File: src/rtl/stq_pkg.sv
package stq_pkg;

  // Circular step: move base forward by up and back by down (down < slots).
  function automatic int ring_add(input int base, input int up, input int down, input int slots);
    return (base + up + slots - down) % slots;
  endfunction

  // Number of forward steps from a to b in a ring of the given size.
  function automatic int ring_dist(input int a, input int b, input int slots);
    return (b + slots - a) % slots;
  endfunction

endpackage

File: src/rtl/stq_entries.sv
module stq_entries #(
  parameter int SLOTS = 8,
  parameter int IDXW  = 3,
  parameter int TAGW  = 16,
  parameter int AW    = 32,
  parameter int DW    = 64,
  parameter int SZW   = 4
) (
  input  logic             clk,
  input  logic             rst_n,
  input  logic [SLOTS-1:0] occ_mask,
  input  logic             ins_en,
  input  logic [IDXW-1:0]  tail_idx,
  input  logic [TAGW-1:0]  ins_tag,
  input  logic             dw_valid,
  input  logic [IDXW-1:0]  dw_idx,
  input  logic [AW-1:0]    dw_addr,
  input  logic [SZW-1:0]   dw_size,
  input  logic [DW-1:0]    dw_data,
  input  logic             cm_valid,
  input  logic [TAGW-1:0]  cm_tag,
  input  logic             sq_valid,
  input  logic [TAGW-1:0]  sq_tag,
  input  logic             ack_valid,
  input  logic [IDXW-1:0]  ack_idx,
  input  logic [IDXW-1:0]  rd_idx,
  output logic [AW-1:0]    rd_addr,
  output logic [SZW-1:0]   rd_size,
  output logic [DW-1:0]    rd_data,
  output logic [SLOTS-1:0] cwb_v,
  output logic [SLOTS-1:0] cmp_v,
  output logic [SLOTS-1:0] newc_mask,
  output logic [SLOTS-1:0] kill_mask
);

  logic [AW-1:0]  addr_a [SLOTS];
  logic [SZW-1:0] size_a [SLOTS];
  logic [DW-1:0]  data_a [SLOTS];

  for (genvar i = 0; i < SLOTS; i++) begin : g_slot
    logic [TAGW-1:0] tag_q, tag_d;
    logic [AW-1:0]   addr_q;
    logic [DW-1:0]   data_q;
    logic [SZW-1:0]  size_q, size_d;
    logic            cwb_q, cwb_d, cmt_q, cmt_d, cmp_q, cmp_d;
    logic            ins_hit, dw_hit, ack_hit, cm_hit, kill_hit;

    assign ins_hit  = ins_en && (tail_idx == IDXW'(i));
    assign dw_hit   = dw_valid && occ_mask[i] && (dw_idx == IDXW'(i));
    assign ack_hit  = ack_valid && occ_mask[i] && (ack_idx == IDXW'(i));
    assign cm_hit   = cm_valid && occ_mask[i] && !cmt_q && (tag_q <= cm_tag);
    assign kill_hit = sq_valid && occ_mask[i] && !cmt_q && !cm_hit && (tag_q > sq_tag);

    always_comb begin
      tag_d  = tag_q;
      size_d = size_q;
      cwb_d  = cwb_q;
      cmt_d  = cmt_q;
      cmp_d  = cmp_q;
      if (ins_hit) begin
        tag_d  = ins_tag;
        size_d = '0;
        cwb_d  = 1'b0;
        cmt_d  = 1'b0;
        cmp_d  = 1'b0;
      end else begin
        if (dw_hit) begin
          size_d = dw_size;
        end
        if (cm_hit) begin
          cwb_d = 1'b1;
          cmt_d = 1'b1;
        end
        if (ack_hit) begin
          cmp_d = 1'b1;
        end
      end
    end

    always_ff @(posedge clk or negedge rst_n) begin
      if (!rst_n) begin
        tag_q  <= '0;
        size_q <= '0;
        cwb_q  <= 1'b0;
        cmt_q  <= 1'b0;
        cmp_q  <= 1'b0;
      end else begin
        tag_q  <= tag_d;
        size_q <= size_d;
        cwb_q  <= cwb_d;
        cmt_q  <= cmt_d;
        cmp_q  <= cmp_d;
      end
    end

    // Datapath fields carry no reset; they are loaded only by a data-write.
    always_ff @(posedge clk) begin
      if (dw_hit) begin
        addr_q <= dw_addr;
        data_q <= dw_data;
      end
    end

    assign addr_a[i]    = addr_q;
    assign size_a[i]    = size_q;
    assign data_a[i]    = data_q;
    assign cwb_v[i]     = cwb_q;
    assign cmp_v[i]     = cmp_q;
    assign newc_mask[i] = cm_hit;
    assign kill_mask[i] = kill_hit;
  end

  assign rd_addr = addr_a[rd_idx];
  assign rd_size = size_a[rd_idx];
  assign rd_data = data_a[rd_idx];

endmodule

File: src/rtl/stq_ptrs.sv
module stq_ptrs #(
  parameter int SLOTS = 8,
  parameter int IDXW  = 3,
  parameter int CNTW  = 4
) (
  input  logic            clk,
  input  logic            rst_n,
  input  logic            ins_ok,
  input  logic            retire,
  input  logic            wb_adv,
  input  logic [CNTW-1:0] kill_cnt,
  output logic [IDXW-1:0] head_q,
  output logic [IDXW-1:0] wb_q,
  output logic [IDXW-1:0] tail_q,
  output logic [CNTW-1:0] occ_q
);

  logic [IDXW-1:0] head_d, wb_d, tail_d;
  logic [CNTW-1:0] occ_d;

  always_comb begin
    head_d = retire ? IDXW'(stq_pkg::ring_add(int'(head_q), 1, 0, SLOTS)) : head_q;
    wb_d   = wb_adv ? IDXW'(stq_pkg::ring_add(int'(wb_q), 1, 0, SLOTS)) : wb_q;
    tail_d = IDXW'(stq_pkg::ring_add(int'(tail_q), int'(ins_ok), int'(kill_cnt), SLOTS));
    occ_d  = occ_q + CNTW'(ins_ok) - CNTW'(retire) - kill_cnt;
  end

  always_ff @(posedge clk or negedge rst_n) begin
    if (!rst_n) begin
      head_q <= '0;
      wb_q   <= '0;
      tail_q <= '0;
      occ_q  <= '0;
    end else begin
      head_q <= head_d;
      wb_q   <= wb_d;
      tail_q <= tail_d;
      occ_q  <= occ_d;
    end
  end

endmodule

File: src/rtl/stq_wbport.sv
module stq_wbport #(
  parameter int CNTW = 4
) (
  input  logic            clk,
  input  logic            rst_n,
  input  logic            ent_ready,
  input  logic            mreq_ready,
  input  logic            mretry,
  input  logic [CNTW-1:0] new_cnt,
  output logic            req_valid,
  output logic            accept,
  output logic [CNTW-1:0] pend_q
);

  logic            blk_q, blk_d;
  logic [CNTW-1:0] pend_d;

  always_comb begin
    req_valid = ent_ready && !blk_q;
    accept    = req_valid && mreq_ready;
    // Once refused, stay silent until the memory side signals a retry.
    blk_d     = blk_q ? !mretry : (req_valid && !mreq_ready);
    pend_d    = pend_q + new_cnt - CNTW'(accept);
  end

  always_ff @(posedge clk or negedge rst_n) begin
    if (!rst_n) begin
      blk_q  <= 1'b0;
      pend_q <= '0;
    end else begin
      blk_q  <= blk_d;
      pend_q <= pend_d;
    end
  end

endmodule

File: src/rtl/stq_store_queue.sv
module stq_store_queue #(
  parameter int SLOTS = 8,
  parameter int TAGW  = 16,
  parameter int AW    = 32,
  parameter int DW    = 64,
  parameter int SZW   = 4,
  localparam int IDXW = $clog2(SLOTS),
  localparam int CNTW = $clog2(SLOTS) + 1
) (
  input  logic            clk,
  input  logic            rst_n,
  input  logic            ins_valid,
  input  logic [TAGW-1:0] ins_tag,
  output logic [IDXW-1:0] ins_idx,
  input  logic            dw_valid,
  input  logic [IDXW-1:0] dw_idx,
  input  logic [AW-1:0]   dw_addr,
  input  logic [SZW-1:0]  dw_size,
  input  logic [DW-1:0]   dw_data,
  input  logic            cm_valid,
  input  logic [TAGW-1:0] cm_tag,
  input  logic            sq_valid,
  input  logic [TAGW-1:0] sq_tag,
  output logic            mreq_valid,
  input  logic            mreq_ready,
  output logic [IDXW-1:0] mreq_idx,
  output logic [AW-1:0]   mreq_addr,
  output logic [SZW-1:0]  mreq_size,
  output logic [DW-1:0]   mreq_data,
  input  logic            mretry,
  input  logic            mack_valid,
  input  logic [IDXW-1:0] mack_idx,
  output logic [CNTW-1:0] occ,
  output logic            full,
  output logic [CNTW-1:0] wb_pending
);

  logic [IDXW-1:0]  head_q, wb_q, tail_q;
  logic [CNTW-1:0]  occ_q, kill_cnt, new_cnt;
  logic [SLOTS-1:0] occ_mask, cwb_v, cmp_v, newc_mask, kill_mask;
  logic             ins_ok, retire, ent_ready, accept;

  // A slot is live when its distance from the head is below the occupancy.
  for (genvar i = 0; i < SLOTS; i++) begin : g_live
    assign occ_mask[i] = CNTW'(stq_pkg::ring_dist(int'(head_q), i, SLOTS)) < occ_q;
  end

  assign full      = occ_q >= CNTW'(SLOTS - 1);
  assign ins_ok    = ins_valid && !full && !sq_valid;
  assign retire    = (occ_q != '0) && cmp_v[head_q];
  assign ent_ready = (wb_q != tail_q) && cwb_v[wb_q] && !cmp_v[wb_q];

  always_comb begin
    kill_cnt = '0;
    new_cnt  = '0;
    for (int k = 0; k < SLOTS; k++) begin
      kill_cnt = kill_cnt + CNTW'(kill_mask[k]);
      new_cnt  = new_cnt + CNTW'(newc_mask[k]);
    end
  end

  stq_entries #(
    .SLOTS(SLOTS), .IDXW(IDXW), .TAGW(TAGW), .AW(AW), .DW(DW), .SZW(SZW)
  ) u_entries (
    .clk       (clk),
    .rst_n     (rst_n),
    .occ_mask  (occ_mask),
    .ins_en    (ins_ok),
    .tail_idx  (tail_q),
    .ins_tag   (ins_tag),
    .dw_valid  (dw_valid),
    .dw_idx    (dw_idx),
    .dw_addr   (dw_addr),
    .dw_size   (dw_size),
    .dw_data   (dw_data),
    .cm_valid  (cm_valid),
    .cm_tag    (cm_tag),
    .sq_valid  (sq_valid),
    .sq_tag    (sq_tag),
    .ack_valid (mack_valid),
    .ack_idx   (mack_idx),
    .rd_idx    (wb_q),
    .rd_addr   (mreq_addr),
    .rd_size   (mreq_size),
    .rd_data   (mreq_data),
    .cwb_v     (cwb_v),
    .cmp_v     (cmp_v),
    .newc_mask (newc_mask),
    .kill_mask (kill_mask)
  );

  stq_ptrs #(
    .SLOTS(SLOTS), .IDXW(IDXW), .CNTW(CNTW)
  ) u_ptrs (
    .clk      (clk),
    .rst_n    (rst_n),
    .ins_ok   (ins_ok),
    .retire   (retire),
    .wb_adv   (accept),
    .kill_cnt (kill_cnt),
    .head_q   (head_q),
    .wb_q     (wb_q),
    .tail_q   (tail_q),
    .occ_q    (occ_q)
  );

  stq_wbport #(
    .CNTW(CNTW)
  ) u_wbport (
    .clk        (clk),
    .rst_n      (rst_n),
    .ent_ready  (ent_ready),
    .mreq_ready (mreq_ready),
    .mretry     (mretry),
    .new_cnt    (new_cnt),
    .req_valid  (mreq_valid),
    .accept     (accept),
    .pend_q     (wb_pending)
  );

  assign ins_idx  = tail_q;
  assign mreq_idx = wb_q;
  assign occ      = occ_q;

endmodule

File: config.mk
export PLATFORM = sky130hd
export DESIGN_NAME = stq_store_queue
export DESIGN_NICKNAME = d
export VERILOG_FILES = /design/src/rtl/stq_pkg.sv /design/src/rtl/stq_entries.sv /design/src/rtl/stq_ptrs.sv /design/src/rtl/stq_wbport.sv /design/src/rtl/stq_store_queue.sv
export SDC_FILE = /design/constraint.sdc
export NUM_CORES = 2
export LEC_CHECK = 0
export BUFFER_PORTS_ARGS = -buffer_cell sky130_fd_sc_hd__buf_2
export CAP_MARGIN = 0
export CORE_UTILIZATION = 40
export CTS_CLUSTER_DIAMETER = 30
export CTS_CLUSTER_SIZE = 20
export DETAILED_ROUTE_END_ITERATION = 10
export MAX_ROUTING_LAYER = met4
export PLACE_DENSITY = 0.65
export SLEW_MARGIN = 20
export SYNTH_ARGS = -nofsm -noshare
export SYNTH_HDL_FRONTEND = slang
export SYNTH_SLANG_ARGS = --single-unit
File: constraint.sdc
create_clock -name clk -period 8 [get_ports clk]
set_input_delay 1.6 -clock clk [delete_from_list [all_inputs] [get_ports clk]]
set_output_delay 1.6 -clock clk [all_outputs]
set_load 0.05 [all_outputs]
==> flow_metrics.py <==
metrics = {
    "synthesis": {
        "netlist_top_cells_area": "edfxtp_1 53%, dfrtp_1 11%, mux4_2 10%",
        "synth_cells": 2606,
        "synth.most_common_cell": "edfxtp_1",
        "synthArstFlopShare_pct": 20.2,
        "netlist_area_mm2": 0.0438,
        "synth.avg_cell_area_um2": 16.8,
        "synthesis.nets": 3069,
        "synth_ff_type": "edfxtp_1",
        "synth-edff-count": 768,
        "ys_types": 75,
        "yosysTopAreaCell": "edfxtp_1",
        "synth_seq_area_share_pct": 63.7,
        "yosys_warnings": 0,
        "synthTopCellsByCount": "768 x edfxtp_1, 286 x ha_1, 201 x mux4_2, 194 x dfrtp_1, 185 x mux2_2",
        "synth.ff_latch_count": 962,
        "synth_top_area_share_pct": 52.6,
    },
    "sta": {
        "period_minus_slack_ns": 7.05,
        "clock-skew-final_ns": 0.0738,
        "slew_headroom_pct": 26.6,
        "grt_setup_unrepaired": "false",
        "final_max_slew_viol_count": 0,
        "setup_viol": 0,
        "tightest_slew_ns": 1.10,
        "hold_violations": 0,
        "fin_crit_sh_pct": 88.1,
        "setup-tns-final_ns": 0,
        "max_freq_mhz": 142,
    },
    "clock_network": {
        "cts_sinks": 962,
        "clk_pin_slew_ns": 0.04,
        "cts_buffers": 197,
        "cts-resized-gates": 0,
        "postCtsSetupBuffers": 0,
        "cts_htree_levels": 4,
        "cts_tree": "built",
        "hold_buffers": 0,
        "clockBufferDepth": 3,
        "clock_latency_ns": 0.83,
        "clk_root_buffer_cell": "clkbuf_16",
    },
    "die": {
        "io_pins": 279,
        "die_width_um": 333,
        "core_area_mm2": 0.109,
        "die-area_mm2": 0.111,
        "row_count": 121,
        "die_h_um": 333,
        "start_util_pct": 40.3,
    },
    "critical_path": {
        "crit_buf_inv": 8,
        "cp_slowest_cell": "a2111oi_0",
        "arrival_ns": 7.70,
        "crit_required_ns": 8.66,
        "r2r_slack_ns": 1.20,
        "crit_family": "adder cells",
        "reg2reg_depth": 26,
        "crit_type": "in -> reg",
        "critical_path_cell_count": 25,
        "start_kind": "input pin",
        "crit_path_end_kind": "register",
        "path_max_fanout": 3,
        "slowest_delay_ns": 0.80,
    },
    "worst_hold_path": {
        "hold_class": "reg -> reg",
        "holdPathStages": 1,
    },
    "detailed_routing": {
        "drt-total-wl_um": 114000,
        "antenna_left": 0,
        "vias": 25500,
        "wl_per_cell_um": 24.5,
        "drt_iter0_drc": 1793,
        "drc": 0,
        "drtPass1Iterations": 8,
        "via_per_inst": 5.46,
    },
    "global_route": {
        "grt_pass1_vias": 26500,
        "grt_pass1_wl_um": 169000,
        "grt-ovfl-total": 0,
        "grt_max_degree": 101,
        "grt_use_total_pct": 21.4,
        "antenna_found_initial": 25,
    },
    "cells_and_area": {
        "fillCellCount": 9034,
        "regArea_mm2": 0.0279,
        "fin_nets": 3529,
        "layout-drive-gt1-share_pct": 34.4,
        "syn_to_final_growth_pct": 23.3,
        "stdcell_area_mm2": 0.0540,
        "multi_input_area_mm2": 0.0151,
    },
    "power_and_ir_drop": {
        "irDropWorstVdd_mv": 0.266,
        "p_leak_nw": 20.8,
        "pwr_density_cell_mw_per_mm2": 416,
    },
    "placement": {
        "place_congestion": 0.963,
        "dp_hpwl_um": 71800,
        "place_area_mm2": 0.0472,
        "numPortBuffers": 278,
    },
    "flow_run": {
        "maxCapViolCount": 0,
    },
    "outcome": {
        "status": "completed",
    },
}
-- state kept, by name, summed over array words and instances, names as in the netlist --
name                     flops
u_wbport.blk_q               1
u_entries.g_slot.data_q    512
u_entries.g_slot.size_q     32
u_entries.g_slot.addr_q    256
u_ptrs.tail_q                3
u_ptrs.occ_q                 4
u_entries.g_slot.cmp_q       8
u_ptrs.wb_q                  3
u_entries.g_slot.cwb_q       8
u_wbport.pend_q              4
u_entries.g_slot.tag_q     128
u_ptrs.head_q                3
-- report_power, final --
group	switching (mW)	internal [mW]
Sequential	0.600	6.14
Clock	2.81	5.27
Combinational	4.76	2.91
Total	8.17	14.3
-- layout by cell type, fill, tap and decap left out, types with 21 or more instances in the layout --
master	Yosys	layout
nand2_1	179	179
nor4_1	23	21
mux2i_1	32	32
edfxtp_1	768	768
dfrtp_1	194	191
inv_6	0	21
o21ai_0	47	47
buf_4	3	66
diode_2	0	23
nor2_1	78	78
nand4_1	43	43
a21oi_1	99	99
clkinv_1	0	22
buf_2	39	277
clkinv_2	0	36
nand3_1	24	24
mux4_2	201	201
mux2_2	185	185
clkinvlp_4	0	24
ha_1	286	286
inv_1	101	98
clkbuf_16	0	199
-- stage by stage --
stage	setup WS [ns]	total power [mW]	std cells	util, %	hold slack (ns)
5_1_grt	0.744	23.5	4672	49.7	0.518
3_5_place_dp	0.391	14.5	4281	43.4	0.494
6_report	0.955	22.5	4676	49.7	0.502
2_1_floorplan	0.918	12.5	2606	-	0.476
3_3_place_gp	0.452	14.5	4281	43.4	0.490
4_1_cts	1.16	22.7	4653	49.7	0.503
-- worst reg2reg max path, stage by stage, from the launching register on --
cell and delay, ns:
dfrtp_1 0.46, ha_1 0.26, xor2_1 0.23, inv_1 0.07, ha_1 0.29, a21oi_1 0.19
o21ai_2 0.11, and2_1 0.28, a2111oi_0 0.37, o311ai_0 0.25, buf_4 0.20, fa_1 0.51
fa_1 0.56, fa_1 0.56, inv_1 0.04, ha_1 0.20, inv_1 0.07, fa_1 0.44
inv_1 0.10, fa_1 0.42, inv_1 0.07, ha_1 0.14, inv_1 0.05, fa_1 0.36
xor2_1 0.18, xnor2_1 0.19, xnor2_1 0.09
-- area by class of cell --
class | instances | area share, %
Sequential cell | 962 | 51.7
Multi-Input combinational cell | 1454 | 28.0
Clock buffer | 226 | 9.59
Timing Repair Buffer | 348 | 3.66
Tap cell | 1414 | 3.27
Clock inverter | 146 | 2.93
Inverter | 103 | 0.743
Antenna cell | 23 | 0.107
-- logic make-up (layout without fill, tap and decap cells) --
kind of cell	Yosys count	after routing	synth area share, %
fa+ha+maj	300	300	8.81
mux	429	429	16.2
simple gates	433	433	4.86
xor+xnor	23	23	0.460
other cells	0	23	0
flops	962	962	63.7
compound gates	269	269	4.15
buf+inv	190	823	1.80
-- worst paths after layout --
kind,from,to
worst max-delay path,cm_tag[14],u_ptrs.occ_q[3]$_DFF_PN0_
worst min-delay path,u_entries.g_slot[3].tag_q[0]$_DFFE_PN0P_,u_entries.g_slot[3].tag_q[0]$_DFFE_PN0P_
worst max register to register,u_ptrs.head_q[0]$_DFFE_PN0P_,u_ptrs.occ_q[3]$_DFF_PN0_
min in group asynchronous,rst_n,u_entries.g_slot[3].tag_q[6]$_DFFE_PN0P_
worst min register to register,u_entries.g_slot[3].tag_q[0]$_DFFE_PN0P_,u_entries.g_slot[3].tag_q[0]$_DFFE_PN0P_
max in group asynchronous,rst_n,u_entries.g_slot[0].size_q[3]$_DFFE_PN0P_
-- per-layer routing --
layer	vias to the layer above	GRT usage [%]	routed length, um
li1	11400	-	-
met1	13100	26.3	46900
met2	840	33.2	54500
met3	237	6.23	9340
met4	0	8.72	3590
met5	-	-	0
(Power assumes the default switching activity.)
